$ cat src/rtl/rsv_chain_pkg.sv
package rsv_chain_pkg;

  typedef enum logic [1:0] {
    SLOT_FREE = 2'd0,
    SLOT_PEND = 2'd1,
    SLOT_FULL = 2'd2
  } slotState_e;

  localparam int IDX_MAX_W = 8;

  typedef struct packed {
    logic                 issueFire;
    logic [IDX_MAX_W-1:0] issueIdx;
    logic                 retFire;
    logic [IDX_MAX_W-1:0] retIdx;
  } rsvStrobe_t;

endpackage

$ cat src/rtl/rsv_chain_ctrl.sv
module rsv_chain_ctrl
  import rsv_chain_pkg::*;
#(
  parameter  int NPORTS = 4,
  parameter  int NPASS  = 3,
  localparam int SLOTS  = NPORTS * NPASS,
  localparam int CELLS  = SLOTS + NPORTS,
  localparam int TAG_W  = $clog2(SLOTS),
  localparam int CELL_W = $clog2(CELLS)
) (
  input  logic              clk,
  input  logic              rst,
  input  logic [NPORTS-1:0] srcValid,
  output logic [NPORTS-1:0] srcReady,
  output logic [NPORTS-1:0] dstValid,
  input  logic [NPORTS-1:0] dstReady,
  input  logic              retValid,
  input  logic [TAG_W-1:0]  retTag,
  output logic [NPORTS-1:0] loadMask,
  output rsvStrobe_t        strobe
);

  // cells 0..SLOTS-1 are holding slots, SLOTS..CELLS-1 are destination registers
  slotState_e cellSt [CELLS];

  logic [SLOTS-1:0]  eligible;
  logic              found;
  logic [CELL_W-1:0] pickIdx;
  logic [CELL_W-1:0] pickCell;
  logic [CELL_W-1:0] retCell;

  always_comb begin
    for (int j = 0; j < SLOTS; j++) begin
      eligible[j] = (cellSt[j] == SLOT_FULL) && (cellSt[j+NPORTS] == SLOT_FREE);
    end
  end

  // deepest group first, lowest port inside a group: later hits overwrite earlier ones
  always_comb begin
    found   = 1'b0;
    pickIdx = '0;
    for (int g = 0; g < NPASS; g++) begin
      for (int k = NPORTS - 1; k >= 0; k--) begin
        if (eligible[g*NPORTS+k]) begin
          found   = 1'b1;
          pickIdx = CELL_W'(g * NPORTS + k);
        end
      end
    end
  end

  assign pickCell = pickIdx + CELL_W'(NPORTS);
  assign retCell  = CELL_W'(retTag) + CELL_W'(NPORTS);

  always_comb begin
    for (int k = 0; k < NPORTS; k++) begin
      srcReady[k] = (cellSt[k] == SLOT_FREE);
      loadMask[k] = srcValid[k] && (cellSt[k] == SLOT_FREE);
      dstValid[k] = (cellSt[SLOTS+k] == SLOT_FULL);
    end
  end

  always_ff @(posedge clk) begin
    if (rst) begin
      for (int c = 0; c < CELLS; c++) cellSt[c] <= SLOT_FREE;
    end else begin
      for (int k = 0; k < NPORTS; k++) begin
        if (loadMask[k]) cellSt[k] <= SLOT_FULL;
        if (dstValid[k] && dstReady[k]) cellSt[SLOTS+k] <= SLOT_FREE;
      end
      if (found) begin
        cellSt[pickIdx]  <= SLOT_FREE;
        cellSt[pickCell] <= SLOT_PEND;
      end
      if (retValid) cellSt[retCell] <= SLOT_FULL;
    end
  end

  assign strobe.issueFire = found;
  assign strobe.issueIdx  = IDX_MAX_W'(pickIdx);
  assign strobe.retFire   = retValid;
  assign strobe.retIdx    = IDX_MAX_W'(retTag);

  // a taken operand occupies its group-0 slot on the next cycle
  for (genvar k = 0; k < NPORTS; k++) begin : g_srcChk
    p_src_take_r2: assert property (@(posedge clk) disable iff (rst)
      srcValid[k] && srcReady[k] |=> !srcReady[k]);
  end

  // the successor of an issuing slot is reserved on the next cycle
  p_issue_reserve_r6: assert property (@(posedge clk) disable iff (rst)
    found |=> cellSt[$past(pickCell)] == SLOT_PEND);

  // the issuing slot is released on the next cycle
  p_issue_clear_r8: assert property (@(posedge clk) disable iff (rst)
    found |=> cellSt[$past(pickIdx)] == SLOT_FREE);

  // a return only lands in a slot that was reserved for it
  p_ret_pend_r4: assert property (@(posedge clk) disable iff (rst)
    retValid |-> cellSt[retCell] == SLOT_PEND);

endmodule

$ cat src/rtl/rsv_chain_data.sv
module rsv_chain_data
  import rsv_chain_pkg::*;
#(
  parameter  int NPORTS = 4,
  parameter  int NPASS  = 3,
  parameter  int DATA_W = 16,
  localparam int SLOTS  = NPORTS * NPASS,
  localparam int CELLS  = SLOTS + NPORTS,
  localparam int CELL_W = $clog2(CELLS)
) (
  input  logic                     clk,
  input  logic [NPORTS-1:0]        loadMask,
  input  logic [NPORTS*DATA_W-1:0] srcData,
  input  rsvStrobe_t               strobe,
  input  logic [DATA_W-1:0]        retData,
  output logic [DATA_W-1:0]        issueData,
  output logic [NPORTS*DATA_W-1:0] dstData
);

  logic [DATA_W-1:0] cellData [CELLS];
  logic [CELL_W-1:0] retCell;
  logic [CELL_W-1:0] issueCell;

  assign issueCell = strobe.issueIdx[CELL_W-1:0];
  assign retCell   = strobe.retIdx[CELL_W-1:0] + CELL_W'(NPORTS);

  if (CELL_W < IDX_MAX_W) begin : g_unusedIdx
    logic unusedIdx;
    assign unusedIdx = ^{strobe.issueIdx[IDX_MAX_W-1:CELL_W], strobe.retIdx[IDX_MAX_W-1:CELL_W]};
  end

  always_ff @(posedge clk) begin
    for (int k = 0; k < NPORTS; k++) begin
      if (loadMask[k]) cellData[k] <= srcData[k*DATA_W +: DATA_W];
    end
    if (strobe.retFire) cellData[retCell] <= retData;
  end

  assign issueData = strobe.issueFire ? cellData[issueCell] : '0;

  always_comb begin
    for (int k = 0; k < NPORTS; k++) begin
      dstData[k*DATA_W +: DATA_W] = cellData[SLOTS+k];
    end
  end

endmodule

$ cat src/rtl/rsv_chain.sv
module rsv_chain
  import rsv_chain_pkg::*;
#(
  parameter  int NPORTS = 4,
  parameter  int NPASS  = 3,
  parameter  int DATA_W = 16,
  localparam int TAG_W  = $clog2(NPORTS * NPASS)
) (
  input  logic                     clk,
  input  logic                     rst,
  input  logic [NPORTS-1:0]        srcValid,
  output logic [NPORTS-1:0]        srcReady,
  input  logic [NPORTS*DATA_W-1:0] srcData,
  output logic [NPORTS-1:0]        dstValid,
  input  logic [NPORTS-1:0]        dstReady,
  output logic [NPORTS*DATA_W-1:0] dstData,
  output logic                     issueValid,
  output logic [TAG_W-1:0]         issueTag,
  output logic [DATA_W-1:0]        issueData,
  input  logic                     retValid,
  input  logic [TAG_W-1:0]         retTag,
  input  logic [DATA_W-1:0]        retData
);

  rsvStrobe_t        strobe;
  logic [NPORTS-1:0] loadMask;

  rsv_chain_ctrl #(.NPORTS(NPORTS), .NPASS(NPASS)) u_ctrl (
    .clk      (clk),
    .rst      (rst),
    .srcValid (srcValid),
    .srcReady (srcReady),
    .dstValid (dstValid),
    .dstReady (dstReady),
    .retValid (retValid),
    .retTag   (retTag),
    .loadMask (loadMask),
    .strobe   (strobe)
  );

  rsv_chain_data #(.NPORTS(NPORTS), .NPASS(NPASS), .DATA_W(DATA_W)) u_data (
    .clk       (clk),
    .loadMask  (loadMask),
    .srcData   (srcData),
    .strobe    (strobe),
    .retData   (retData),
    .issueData (issueData),
    .dstData   (dstData)
  );

  assign issueValid = strobe.issueFire;
  assign issueTag   = strobe.issueIdx[TAG_W-1:0];

  // a waiting result holds still until the consumer takes it
  for (genvar k = 0; k < NPORTS; k++) begin : g_dstChk
    p_dst_hold_r5: assert property (@(posedge clk) disable iff (rst)
      dstValid[k] && !dstReady[k] |=> dstValid[k] && $stable(dstData[k*DATA_W +: DATA_W]));
  end

endmodule

$ cat config.mk
export PLATFORM = sky130hd
export DESIGN_NAME = rsv_chain
export DESIGN_NICKNAME = d
export VERILOG_FILES = /design/src/rtl/rsv_chain_pkg.sv /design/src/rtl/rsv_chain_ctrl.sv /design/src/rtl/rsv_chain_data.sv /design/src/rtl/rsv_chain.sv
export SDC_FILE = /design/constraint.sdc
export NUM_CORES = 1
export LEC_CHECK = 0
export ABC_AREA = 1
export CORE_MARGIN = 2
export CORE_UTILIZATION = 45
export DETAILED_ROUTE_END_ITERATION = 10
export MAX_ROUTING_LAYER = met4
export PLACE_DENSITY = 0.79
export SYNTH_ARGS = -nofsm -noshare
export SYNTH_HDL_FRONTEND = slang
export SYNTH_SLANG_ARGS = --single-unit
$ cat constraint.sdc
create_clock -name clk -period 2.5 [get_ports clk]
set_input_delay 0.5 -clock clk [delete_from_list [all_inputs] [get_ports clk]]
set_output_delay 0.5 -clock clk [all_outputs]
set_load 0.02 [all_outputs]
After elaboration in Yosys (flattened, before gate mapping). Memory sizes are Yosys's and may differ from the RTL's. Index checks and enable logic that the tools add are counted.

Output and inout port bits: 93. Memory bits (writable): 288. Input bits: 95. Register bits after elaboration: 0. Memories kept: 2.

Memory list: u_data.cellData (words 16, width 16, read ports 5, clocked after memory_dff 0, write ports 5, RTL line rsv_chain_data.sv:20) `logic [DATA_W-1:0] cellData [CELLS];`; u_ctrl.cellSt (words 16, width 2, read ports 16, clocked after memory_dff 0, write ports 16, RTL line rsv_chain_ctrl.sv:24) `slotState_e cellSt [CELLS];`.

Multiplexer cells: 79. Reductions and logical operators: 39. Equality and inequality tests: 20. Add/sub/neg operators: 2. Bitwise gates (word level): 20.

Operators with widths (number): 1-bit two-way mux (52); 2-bit equality test, second input constant (16); 2-bit zero test (16); 2-bit two-way mux (15); 4-bit two-way mux (7); 1-bit logical AND (20); 4-bit equality test, first input constant (4); 16-bit two-way mux (1); 3-bit two-way mux (4); 4-bit by 3-bit adder with 4-bit output, second input constant (2); 1-bit bitwise AND (8); 1-bit bitwise OR (8); 2-bit OR reduction (3); 1-bit NOT (4).

Logic depth before layout (Yosys ltp). An unclocked memory read counts as a cell.

Depth in word-level cells: 20. Gate-level depth with buffers: 21. Mapped depth without buffers: 20.

Modules after synthesis. From an unflattened synthesis, not the netlist that was laid out.

Cell total of the unflattened synthesis: 1459. Area, all modules: 13439.1 sq um.

By module, submodules not included: rsv_chain_data (area an instance 11613.6 sq um, seq. area each 7687.4 sq um, cells each 1199, times used 1); rsv_chain_ctrl (area an instance 1825.5 sq um, seq. area each 640.6 sq um, cells each 260, times used 1).

Worst setup path after synthesis. No wires, ideal clock.

Path kind: register to output. Start point: mem u_ctrl.cellSt[8][0] (netlist name). End point: out issueData[10]. Arrival: 1.857 ns. Path slack: 0.143 ns. Path buffers: 1. Stages on the path, launching flop included: 9. Path through: dfxtp_1 > nor4_1 > nor2_1 > nand2_1 > nor2_8 > nand2_2 > clkbuf_1 > nand2_1 > nor2_1.

RTL lines: start: declaration (RTL line rsv_chain_ctrl.sv:24); end: declaration (RTL line rsv_chain.sv:19) `output logic [DATA_W-1:0] issueData,`.

==> results.sh <==
export IMPL_outcome="finished, violations left"
export IMPL_violations="negative setup slack"
export IMPL_crit_chain="inv_2, nand2_2, o21ai_2, nand2_1, nand2_1, nand2_2, a21oi_4, buf_6, buf_12, buf_16, nand4_1, nand2_1, inv_1, nand3_1, nand2_1, nand2_2, nor2_4, buf_6"
export IMPL_critPathBufInv=6
export IMPL_overflow=0
export IMPL_synth_simple_area_share_pct=21.8
export IMPL_maxCapViolations=0
export IMPL_rows=62
export IMPL_grt_max_degree=38
export IMPL_syn_cell_area_sq_um=13100
export IMPL_grt_pass1_vias=11491
export IMPL_slew_violations=0
export IMPL_muxShareOfSynthArea_pct=0
export IMPL_worstSetupPathType="reg -> out"
export IMPL_ios=188
export IMPL_place_congestion=0.949
export IMPL_postCtsHoldBufs=0
export IMPL_cp_top_family="simple AND/OR/NAND/NOR gates"
export IMPL_synth_seq_cells=288
export IMPL_ys_seq_area_share_pct=63.5
export IMPL_power_total_mw=15.9
export IMPL_numPortBuffers=187
export IMPL_fin_ws_ps=-952
export IMPL_relSlewSlack_pct=64.2
export IMPL_viasPerCell=5.62
export IMPL_synth_compound_gate_area_share_pct=3.97
export IMPL_die_w_um=175
export IMPL_hold_path_class="reg -> reg"
export IMPL_core_area_sq_um=28700
export IMPL_routedLengthMet1_mm=15.6
export IMPL_routed_top_layer="met4"
export IMPL_slowest_delay_ps=320
export IMPL_vias=11781
export IMPL_cts_root_buf="clkbuf_16"
export IMPL_met3_wirelength_mm=4.15
export IMPL_grt_setup_unrepaired="true"
export IMPL_cts_buffers=30
export IMPL_start_kind="flop"
export IMPL_dp_slack_ps=-797
export IMPL_clock_latency_ps=560
export IMPL_track_usage_pct=27.1
export IMPL_area_delta_synth_final_pct=44.2
export IMPL_synthCells=1362
export IMPL_start_util_pct=45.7
export IMPL_grt_antenna_before_repair=0
export IMPL_ctsLongestPathBuffers=3
export IMPL_period_minus_slack_ps=3450
export IMPL_drive_above_1_share_pct=23.4
export IMPL_final_cell_mix="inv_1, edfxtp_1, nand2_1, clkdlybuf4s50_1, nand3_1"
export IMPL_h_tree_depth=1
export IMPL_die_height_um=175
export IMPL_clkTransAtPathRegs_ps=60
export IMPL_crit_fanout=5
export IMPL_clock_sinks=288
export IMPL_cp_end_kind="output port"
export IMPL_drc=0
export IMPL_worst_slew_pin_transition_ps=535
export IMPL_final_antenna_net_count=0
export IMPL_hold_viol=0
export IMPL_fp_dieArea_sq_um=30500
export IMPL_detail_route_first_pass_iterations=6
export IMPL_powerDensity_nw_per_um2=840
export IMPL_yosys_warnings=0
export IMPL_wl_mm=43.6
export IMPL_syn_nets=1457
export IMPL_cts_tree="yes"
export IMPL_wl_per_cell_um=20.8
export IMPL_cpMostUsedCell="nand2_1"
export IMPL_synth_area_per_cell_sq_um=9.63
export IMPL_fin_crit_sh_pct=138
export IMPL_synth_cell_types=34
export IMPL_wl_met2_mm=21.1
export IMPL_ir_drop_mv=0.615
export IMPL_antennaDiodeCount=0
export IMPL_cp_required_ps=2000
export IMPL_critPathSlowestCell="dfxtp_2"
export IMPL_drtIter0Drc=1345
export IMPL_final_common_cell="inv_1"
export IMPL_synth_adder_area_share_pct=0
export IMPL_grt_first_pass_wirelength_mm=62.3
export IMPL_synth_xor_area_share_pct=0
export IMPL_finalNetCount=1787
export IMPL_cp_arrival_ps=2950
export IMPL_leakagePower_nw=8.24
export IMPL_setup_viol=21
export IMPL_skew_ps=6.71
export IMPL_timing_fmax_ghz=0.290
export IMPL_synth_top_family_by_area="simple AND/OR/NAND/NOR gates"
export IMPL_place_hpwl_mm=25.9
-- Yosys cell counts --
cell type,count,area [sq um]
and3_1,1,6.26
nand3_2,1,10.0
a31oi_1,3,18.8
o21ai_0,66,330
o21a_1,1,7.51
clkbuf_1,34,128
nor4_1,2,12.5
nand2_2,7,43.8
buf_6,1,11.3
nor2_4,1,11.3
nand2_1,266,998
a22oi_1,2,15.0
nor2_8,1,20.0
a21boi_0,2,15.0
inv_1,276,1040
a21oi_1,8,40.0
a21oi_4,1,16.3
nand3b_1,16,120
dfxtp_1,32,641
o21ai_1,6,30.0
o22ai_1,4,25.0
nor3_1,5,25.0
inv_2,13,48.8
a21boi_1,3,22.5
nand3_1,144,721
inv_4,1,6.26
clkinv_1,3,11.3
buf_4,6,45.0
edfxtp_1,256,7690
nor2_2,1,6.26
buf_1,9,33.8
nor2_1,75,282
nand4_1,96,601
buf_2,19,95.1
-- final cells by class --
class                      instances  area, sq um
fill                            2034         9790
clock buffer                      38          802
multi-input combinational        712         3890
tap                              384          480
inverter                         293         1110
timing repair buffer             367         4180
clock inverter                    15         96.3
sequential                       288         8350
-- where the power goes --
| group | total (mW) | switching (mW) | internal, mW |
|---|---|---|---|
| sequential | 5.55 | 0.0829 | 5.47 |
| clock | 4.16 | 1.81 | 2.35 |
| combinational | 6.17 | 3.36 | 2.80 |
| total | 15.9 | 5.26 | 10.6 |
-- kinds of logic after synthesis --
logic type / count (synthesis)
and+or+nand+nor: 616
buffers and inverters: 362
DFF: 288
AOI/OAI and AO/OA: 96
-- sequential cells by signal (all words and copies together), names as in the netlist --
| signal | count |
|---|---|
| u_ctrl.cellSt | 32 |
| u_data.cellData | 256 |
-- tightest hold or removal path, cell delays in order (launching register included) --
cell and delay [ps]:
dfxtp_2 320, inv_2 50, nor3_1 40
-- what timing repair did --
action                     4_1_cts  5_1_grt
setup endpoints to repair       21       48
resized for setup              254       85
buffers inserted                26       10
pin swaps                       59       56
gates cloned                    13        6
-- final timing paths --
path	depth (start not counted)	end	startpoint	slack (ps)
setup / recovery	18	issueData[5]	u_ctrl.cellSt[3][0]	-950
hold / removal	2	u_ctrl.cellSt[3][0]	u_ctrl.cellSt[3][0]	450
setup reg to reg	16	u_ctrl.cellSt[7][1]	u_ctrl.cellSt[3][0]	70
hold reg to reg	2	u_ctrl.cellSt[3][0]	u_ctrl.cellSt[3][0]	450
-- layer usage --
layer,vias up,track usage (%)
met4,0,13.6
met5,-,-
li1,5174,-
met2,830,44.2
met1,5551,32.6
met3,226,4.50
-- per-stage QoR --
| step | hold WS, ps | setup TNS (ps) | area, sq um | util, % | std cells |
|---|---|---|---|---|---|
| 2_1_floorplan | 429 | 0 | 13100 | - | 1362 |
| 3_3_place_gp | 444 | -11900 | 16600 | 57.7 | 1995 |
| 3_5_place_dp | 446 | -12240 | 16600 | 57.7 | 1995 |
| 4_1_cts | 465 | -12650 | 18500 | 64.3 | 2086 |
| 5_1_grt | 470 | -17160 | 18900 | 65.9 | 2097 |
| 6_report | 453 | -15620 | 18900 | 65.9 | 2097 |
(Power assumes the default switching activity.)
